==> src/rtl/act_led_pkg.sv <==
package act_led_pkg;

    typedef enum logic [1:0] {
        PS_D0 = 2'd0,
        PS_D1 = 2'd1,
        PS_D2 = 2'd2,
        PS_D3 = 2'd3
    } pstate_e;

    typedef struct packed {
        logic rdy_n;
        logic frame;
        logic irdy;
        logic req;
    } strobe_t;

    typedef struct packed {
        logic present;
        logic powered;
        logic in_reset;
        logic wide;
    } sock_t;

    localparam int STROBE_W = $bits(strobe_t);
    localparam strobe_t STROBE_IDLE = '{rdy_n: 1'b1, frame: 1'b0, irdy: 1'b0, req: 1'b0};

    function automatic logic pstate_blocks(pstate_e p);
        return (p == PS_D1) || (p == PS_D2);
    endfunction

    function automatic logic socket_ready(sock_t s);
        return s.present && s.powered && !s.in_reset;
    endfunction

endpackage

==> src/rtl/act_led_sync.sv <==
module act_led_sync #(
    parameter int                 WIDTH = 4,
    parameter logic [WIDTH-1:0]   IDLE  = '0
) (
    input  logic             clk,
    input  logic             rst,
    input  logic [WIDTH-1:0] d,
    output logic [WIDTH-1:0] q
);
    logic [WIDTH-1:0] stage1;
    logic [WIDTH-1:0] stage2;

    always_ff @(posedge clk) begin
        if (rst) begin
            stage1 <= IDLE;
            stage2 <= IDLE;
        end else begin
            stage1 <= d;
            stage2 <= stage1;
        end
    end

    assign q = stage2;
endmodule

==> src/rtl/act_led_detect.sv <==
module act_led_detect
    import act_led_pkg::*;
(
    input  sock_t   sock,
    input  strobe_t strobes,
    output logic    evt
);
    logic wide_hit;
    logic narrow_hit;

    always_comb begin
        wide_hit   = strobes.frame || strobes.irdy || strobes.req;
        narrow_hit = !strobes.rdy_n;
        evt        = socket_ready(sock) && (sock.wide ? wide_hit : narrow_hit);
    end
endmodule

==> src/rtl/act_led_tick.sv <==
module act_led_tick #(
    parameter int TICK_CYCLES = 100000
) (
    input  logic clk,
    input  logic rst,
    input  logic restart,
    output logic tick
);
    generate
        if (TICK_CYCLES <= 1) begin : g_direct
            assign tick = 1'b1;
        end else begin : g_div
            localparam int PW = $clog2(TICK_CYCLES);
            localparam logic [PW-1:0] LAST = PW'(TICK_CYCLES - 1);
            logic [PW-1:0] pre;

            always_ff @(posedge clk) begin
                if (rst || restart || pre == LAST) begin
                    pre <= '0;
                end else begin
                    pre <= pre + 1'b1;
                end
            end

            assign tick = (pre == LAST);

            assert_tick_spacing_R2: assert property (@(posedge clk) disable iff (rst)
                tick |=> !tick);
        end
    endgenerate
endmodule

==> src/rtl/act_led_hold.sv <==
module act_led_hold #(
    parameter int HOLD_TICKS = 64
) (
    input  logic clk,
    input  logic rst,
    input  logic evt,
    input  logic force_off,
    input  logic tick,
    output logic active
);
    localparam int CW = $clog2(HOLD_TICKS + 1);
    localparam logic [CW-1:0] FULL = CW'(HOLD_TICKS);

    logic [CW-1:0] cnt;

    always_ff @(posedge clk) begin
        if (rst || force_off) begin
            cnt <= '0;
        end else if (evt) begin
            cnt <= FULL;
        end else if (tick && cnt != '0) begin
            cnt <= cnt - 1'b1;
        end
    end

    assign active = (cnt != '0);

    assert_force_clears_R7: assert property (@(posedge clk) disable iff (rst)
        force_off |=> (cnt == '0));
    assert_reload_R3: assert property (@(posedge clk) disable iff (rst)
        (evt && !force_off) |=> (cnt == FULL));
    assert_hold_steady_R2: assert property (@(posedge clk) disable iff (rst)
        (!evt && !force_off && !tick) |=> $stable(cnt));
    assert_range_R1: assert property (@(posedge clk) disable iff (rst)
        cnt <= FULL);
endmodule

==> src/rtl/act_led_top.sv <==
module act_led_top
    import act_led_pkg::*;
#(
    parameter int TICK_CYCLES = 100000,
    parameter int HOLD_TICKS  = 64
) (
    input  logic       clk,
    input  logic       rst,
    input  logic       sock_present,
    input  logic       sock_powered,
    input  logic       sock_in_reset,
    input  logic       card_wide,
    input  logic       rdy_irq_n,
    input  logic       wide_frame,
    input  logic       wide_irdy,
    input  logic       wide_req,
    input  logic       sys_suspend,
    input  logic       clk_stop_pend,
    input  logic [1:0] dev_pstate,
    output logic       led_on
);
    strobe_t raw_strobes;
    strobe_t sync_strobes;
    sock_t   sock;
    logic    evt;
    logic    force_off;
    logic    tick;
    logic    restart;

    always_comb begin
        raw_strobes = '{rdy_n: rdy_irq_n, frame: wide_frame, irdy: wide_irdy, req: wide_req};
        sock        = '{present: sock_present, powered: sock_powered,
                        in_reset: sock_in_reset, wide: card_wide};
        force_off   = sys_suspend || clk_stop_pend || pstate_blocks(pstate_e'(dev_pstate));
        restart     = evt || force_off || !led_on;
    end

    act_led_sync #(.WIDTH(STROBE_W), .IDLE(STROBE_IDLE)) u_sync (
        .clk (clk),
        .rst (rst),
        .d   (raw_strobes),
        .q   (sync_strobes)
    );

    act_led_detect u_detect (
        .sock    (sock),
        .strobes (sync_strobes),
        .evt     (evt)
    );

    act_led_tick #(.TICK_CYCLES(TICK_CYCLES)) u_tick (
        .clk     (clk),
        .rst     (rst),
        .restart (restart),
        .tick    (tick)
    );

    act_led_hold #(.HOLD_TICKS(HOLD_TICKS)) u_hold (
        .clk       (clk),
        .rst       (rst),
        .evt       (evt),
        .force_off (force_off),
        .tick      (tick),
        .active    (led_on)
    );

    assert_stay_off_R9: assert property (@(posedge clk) disable iff (rst)
        (!led_on && !evt) |=> !led_on);
    assert_force_low_R7: assert property (@(posedge clk) disable iff (rst)
        force_off |=> !led_on);
endmodule

==> config.mk <==
export PLATFORM = sky130hd
export DESIGN_NAME = act_led_top
export DESIGN_NICKNAME = d
export VERILOG_FILES = /design/src/rtl/act_led_pkg.sv /design/src/rtl/act_led_sync.sv /design/src/rtl/act_led_detect.sv /design/src/rtl/act_led_tick.sv /design/src/rtl/act_led_hold.sv /design/src/rtl/act_led_top.sv
export SDC_FILE = /design/constraint.sdc
export NUM_CORES = 1
export LEC_CHECK = 0
export BUFFER_PORTS_ARGS = -buffer_cell sky130_fd_sc_hd__buf_2
export CAP_MARGIN = 20
export CORE_MARGIN = 2
export CORE_UTILIZATION = 56
export DETAILED_ROUTE_END_ITERATION = 6
export MAX_ROUTING_LAYER = met4
export PLACE_DENSITY_LB_ADDON = 0.1
export SETUP_SLACK_MARGIN = 0.2
export SLEW_MARGIN = 10
export SYNTH_ARGS = -nofsm -noshare
export SYNTH_HDL_FRONTEND = slang
export SYNTH_SLANG_ARGS = --single-unit
==> constraint.sdc <==
create_clock -name clk -period 2.9 [get_ports clk]
set_input_delay 0.58 -clock clk [delete_from_list [all_inputs] [get_ports clk]]
set_output_delay 0.58 -clock clk [all_outputs]
set_load 0.03 [all_outputs]
==> results.toml <==
[status]
outcome = "finished clean"

[flow_run]
drv_cap = 0

[timing]
skew_ns = 0.00752
slew_headroom_pct = 61.9
fin_crit_ns = 2.32
grt_setup_unrepaired = "false"
worst_pin_slew_ns = 0.567
fmax_ghz = 0.430
min_period_over_period_pct = 80.1
fin_tns_setup_ns = 0
hold_viol_final = 0
setup_viol = 0
slew_viol_final = 0

[critical_path]
slowest_delay_ns = 0.47
crit_chain = "nor3_1 > and3_1 > inv_1 > buf_2"
end_kind = "primary output"
timing.rr.start = "u_tick.g_div.pre[6]"
critPathSlowestCell = "and3_1"
arrival_ns = 1.74
start_kind = "register"
critPathBufInv = 2
path_delay_family = "simple AND/OR/NAND/NOR gates"
critical_path.max_fanout = 14
crit_path_start = "u_hold.cnt[2]"
crit_type = "register to primary output"
required_ns = 2.32

[place]
dp_hpwl_um = 1660
gp_congestion = 0.845
numPortBuffers = 14

[die]
die_y_um = 53.0
start_util_pct = 60.1
num_rows = 17
core_area_um2 = 2230
die_width_um = 53.0
ios = 15
dieArea_um2 = 2810

[grt]
grt_pass1_vias = 993
gr-total-overflow = 0
grt_pass1_wl_um = 4110
antenna_found_initial = 0
grt_max_degree = 17
track_usage_pct = 21.5

[logic_synthesis]
synth.area.top_cells = "dfxtp_1, xnor2_1, nor2_1"
synthesis.area_um2 = 1340
yosysSeqAreaShare_pct = 47.7
synth_edf_count = 0
post_synth_num_cell_types = 27
syn_nets = 165
ys.flop_type = "dfxtp_1"
syn_area_per_cell_um2 = 9.01
yosysTopAreaCell = "dfxtp_1"
synth_top_area_share_pct = 47.7
synthArstFlopShare_pct = 0
yosys_warnings = 0
ys_seq_elements = 32
synth_cells = 149

[power_and_ir_drop]
powerDensity_nw_per_um2 = 496
p_total_w = 0.000743
ir_worst_vdd_mv = 0.366
power.leakage_nw = 0.513
p_int_w = 0.000592
pwr-share-comb_pct = 2.4
netSwitchingFraction_pct = 20.3
p_clk_share_pct = 37.7
switchingPower_w = 0.000151
power_frac_seq_pct = 59.9

[finish]
drive_gt1_share_pct = 15.0
finalNetCount = 183
fillers = 191
diodes = 0
area.growth.synth_to_final_pct = 11.6

[detailed_routing]
wire_per_inst_um = 11.9
ant_nets = 0
drtIter0Drc = 15
post-route-drc-count = 0
first_pass_iters = 4
wirelength_um = 2330
vias = 1088
viasPerCell = 5.58

[clock_tree]
cts_htree_levels = 2
numCtsBuffers = 5
cts-resized-gates = 0
root_buffer = "clkbuf_4"
insertion_delay_ns = 0.33
hold_buffers = 0
clk_path_buf_depth = 2
postCtsSetupRepairBufs = 0
tritoncts = "yes"
cts_sinks = 32
path_clk_slew_ns = 0.09

[hold_path]
hold_path_class = "register to register"
worstHoldStart = "u_sync.stage1[3]"
==> metal layers <==
layer	up-vias	part of all wire, %	track usage, %
met4	0	2.9	14.1
met3	8	3.5	5.08
li1	559	-	-
met2	21	46	34.0
met5	-	0	-
met1	500	47	24.3
==> cell families (layout without fill, tap and decap cells) <==
| logic type | count (synthesis) | after routing | share of synthesized area [%] |
|---|---|---|---|
| adder cells (fa/ha/maj) | 2 | 2 | 1.86 |
| flip-flops | 32 | 32 | 47.7 |
| XOR/XNOR | 16 | 16 | 10.4 |
| AND/OR/NAND/NOR | 71 | 71 | 28.9 |
| AO/OA/AOI/OAI | 16 | 16 | 7.18 |
| buffers and inverters | 12 | 30 | 3.91 |
==> layout make-up <==
type / instances / area [um2] / area share [%]
clock buffer: 7 / 65.1 / 4.34
sequential: 32 / 641 / 42.8
tap: 28 / 35.0 / 2.34
timing repair buffer: 15 / 77.6 / 5.18
multi-input combinational: 105 / 649 / 43.4
inverter: 8 / 30.0 / 2.01
==> cells in the final DEF, fill, tap and decap left out, types with 4 or more instances in the layout <==
master | synthesis | layout
inv_1 | 8 | 8
or3_1 | 4 | 4
nand2_1 | 4 | 4
o21ai_0 | 4 | 4
dfxtp_1 | 32 | 32
nor3_1 | 4 | 4
nand4_1 | 6 | 6
nor4_1 | 7 | 7
a21oi_1 | 6 | 6
nand3_1 | 6 | 6
nor2_1 | 21 | 21
xor2_1 | 4 | 4
clkbuf_4 | 0 | 5
o31ai_1 | 4 | 4
buf_2 | 0 | 14
or4_1 | 5 | 5
nor2b_1 | 6 | 6
xnor2_1 | 12 | 12
==> cell usage after synthesis (2+ instances only) <==
cell and n:
clkbuf_1 3, dfxtp_1 32, o21ai_0 4, or4_1 5, ha_1 2, nor3_1 4, xnor2_1 12, nand3_1 6
nor2b_1 6, or2_2 2, nor2_1 21, nand4_1 6, or3_1 4, o31ai_1 4, xor2_1 4, nor4_1 7
and3_1 2, nand2_1 4, a21oi_1 6, inv_1 8
==> sequential cells by signal, summed over array words and instances (netlist names) <==
name	cells
u_hold.cnt	7
u_sync.q	4
u_sync.stage1	4
u_tick.g_div.pre	17
==> power by group through the flow <==
stage               registers, W  clock network, W   logic (W)
floorplan               0.000455                 0  0.00000734
global placement        0.000455                 0   0.0000174
detailed placement      0.000455                 0   0.0000180
global route            0.000446          0.000302   0.0000202
CTS                     0.000445          0.000285   0.0000180
finish                  0.000445          0.000281   0.0000177
==> path summary, 6_finish.rpt <==
kind,endpoint,slack [ns],depth (start not counted)
setup reg to reg,u_hold.cnt[3],0.69,4
hold reg to reg,u_sync.q[3],0.41,1
hold / removal,u_sync.q[3],0.41,1
setup / recovery,led_on,0.58,4
==> per-stage QoR <==
| step | instance area [um2] | setup slack [ns] | cells | hold slack (ns) | utilization, % |
|---|---|---|---|---|---|
| after floorplan | 1340 | 0.823 | 149 | 0.389 | - |
| after detailed placement | 1430 | 0.723 | 188 | 0.394 | 64.1 |
| after global routing | 1500 | 0.460 | 195 | 0.426 | 67.1 |
| after global placement | 1430 | 0.796 | 188 | 0.394 | 64.1 |
| after CTS | 1500 | 0.574 | 195 | 0.415 | 67.1 |
| final | 1500 | 0.576 | 195 | 0.414 | 67.1 |
Note: power is estimated with default switching activity, not from simulation.
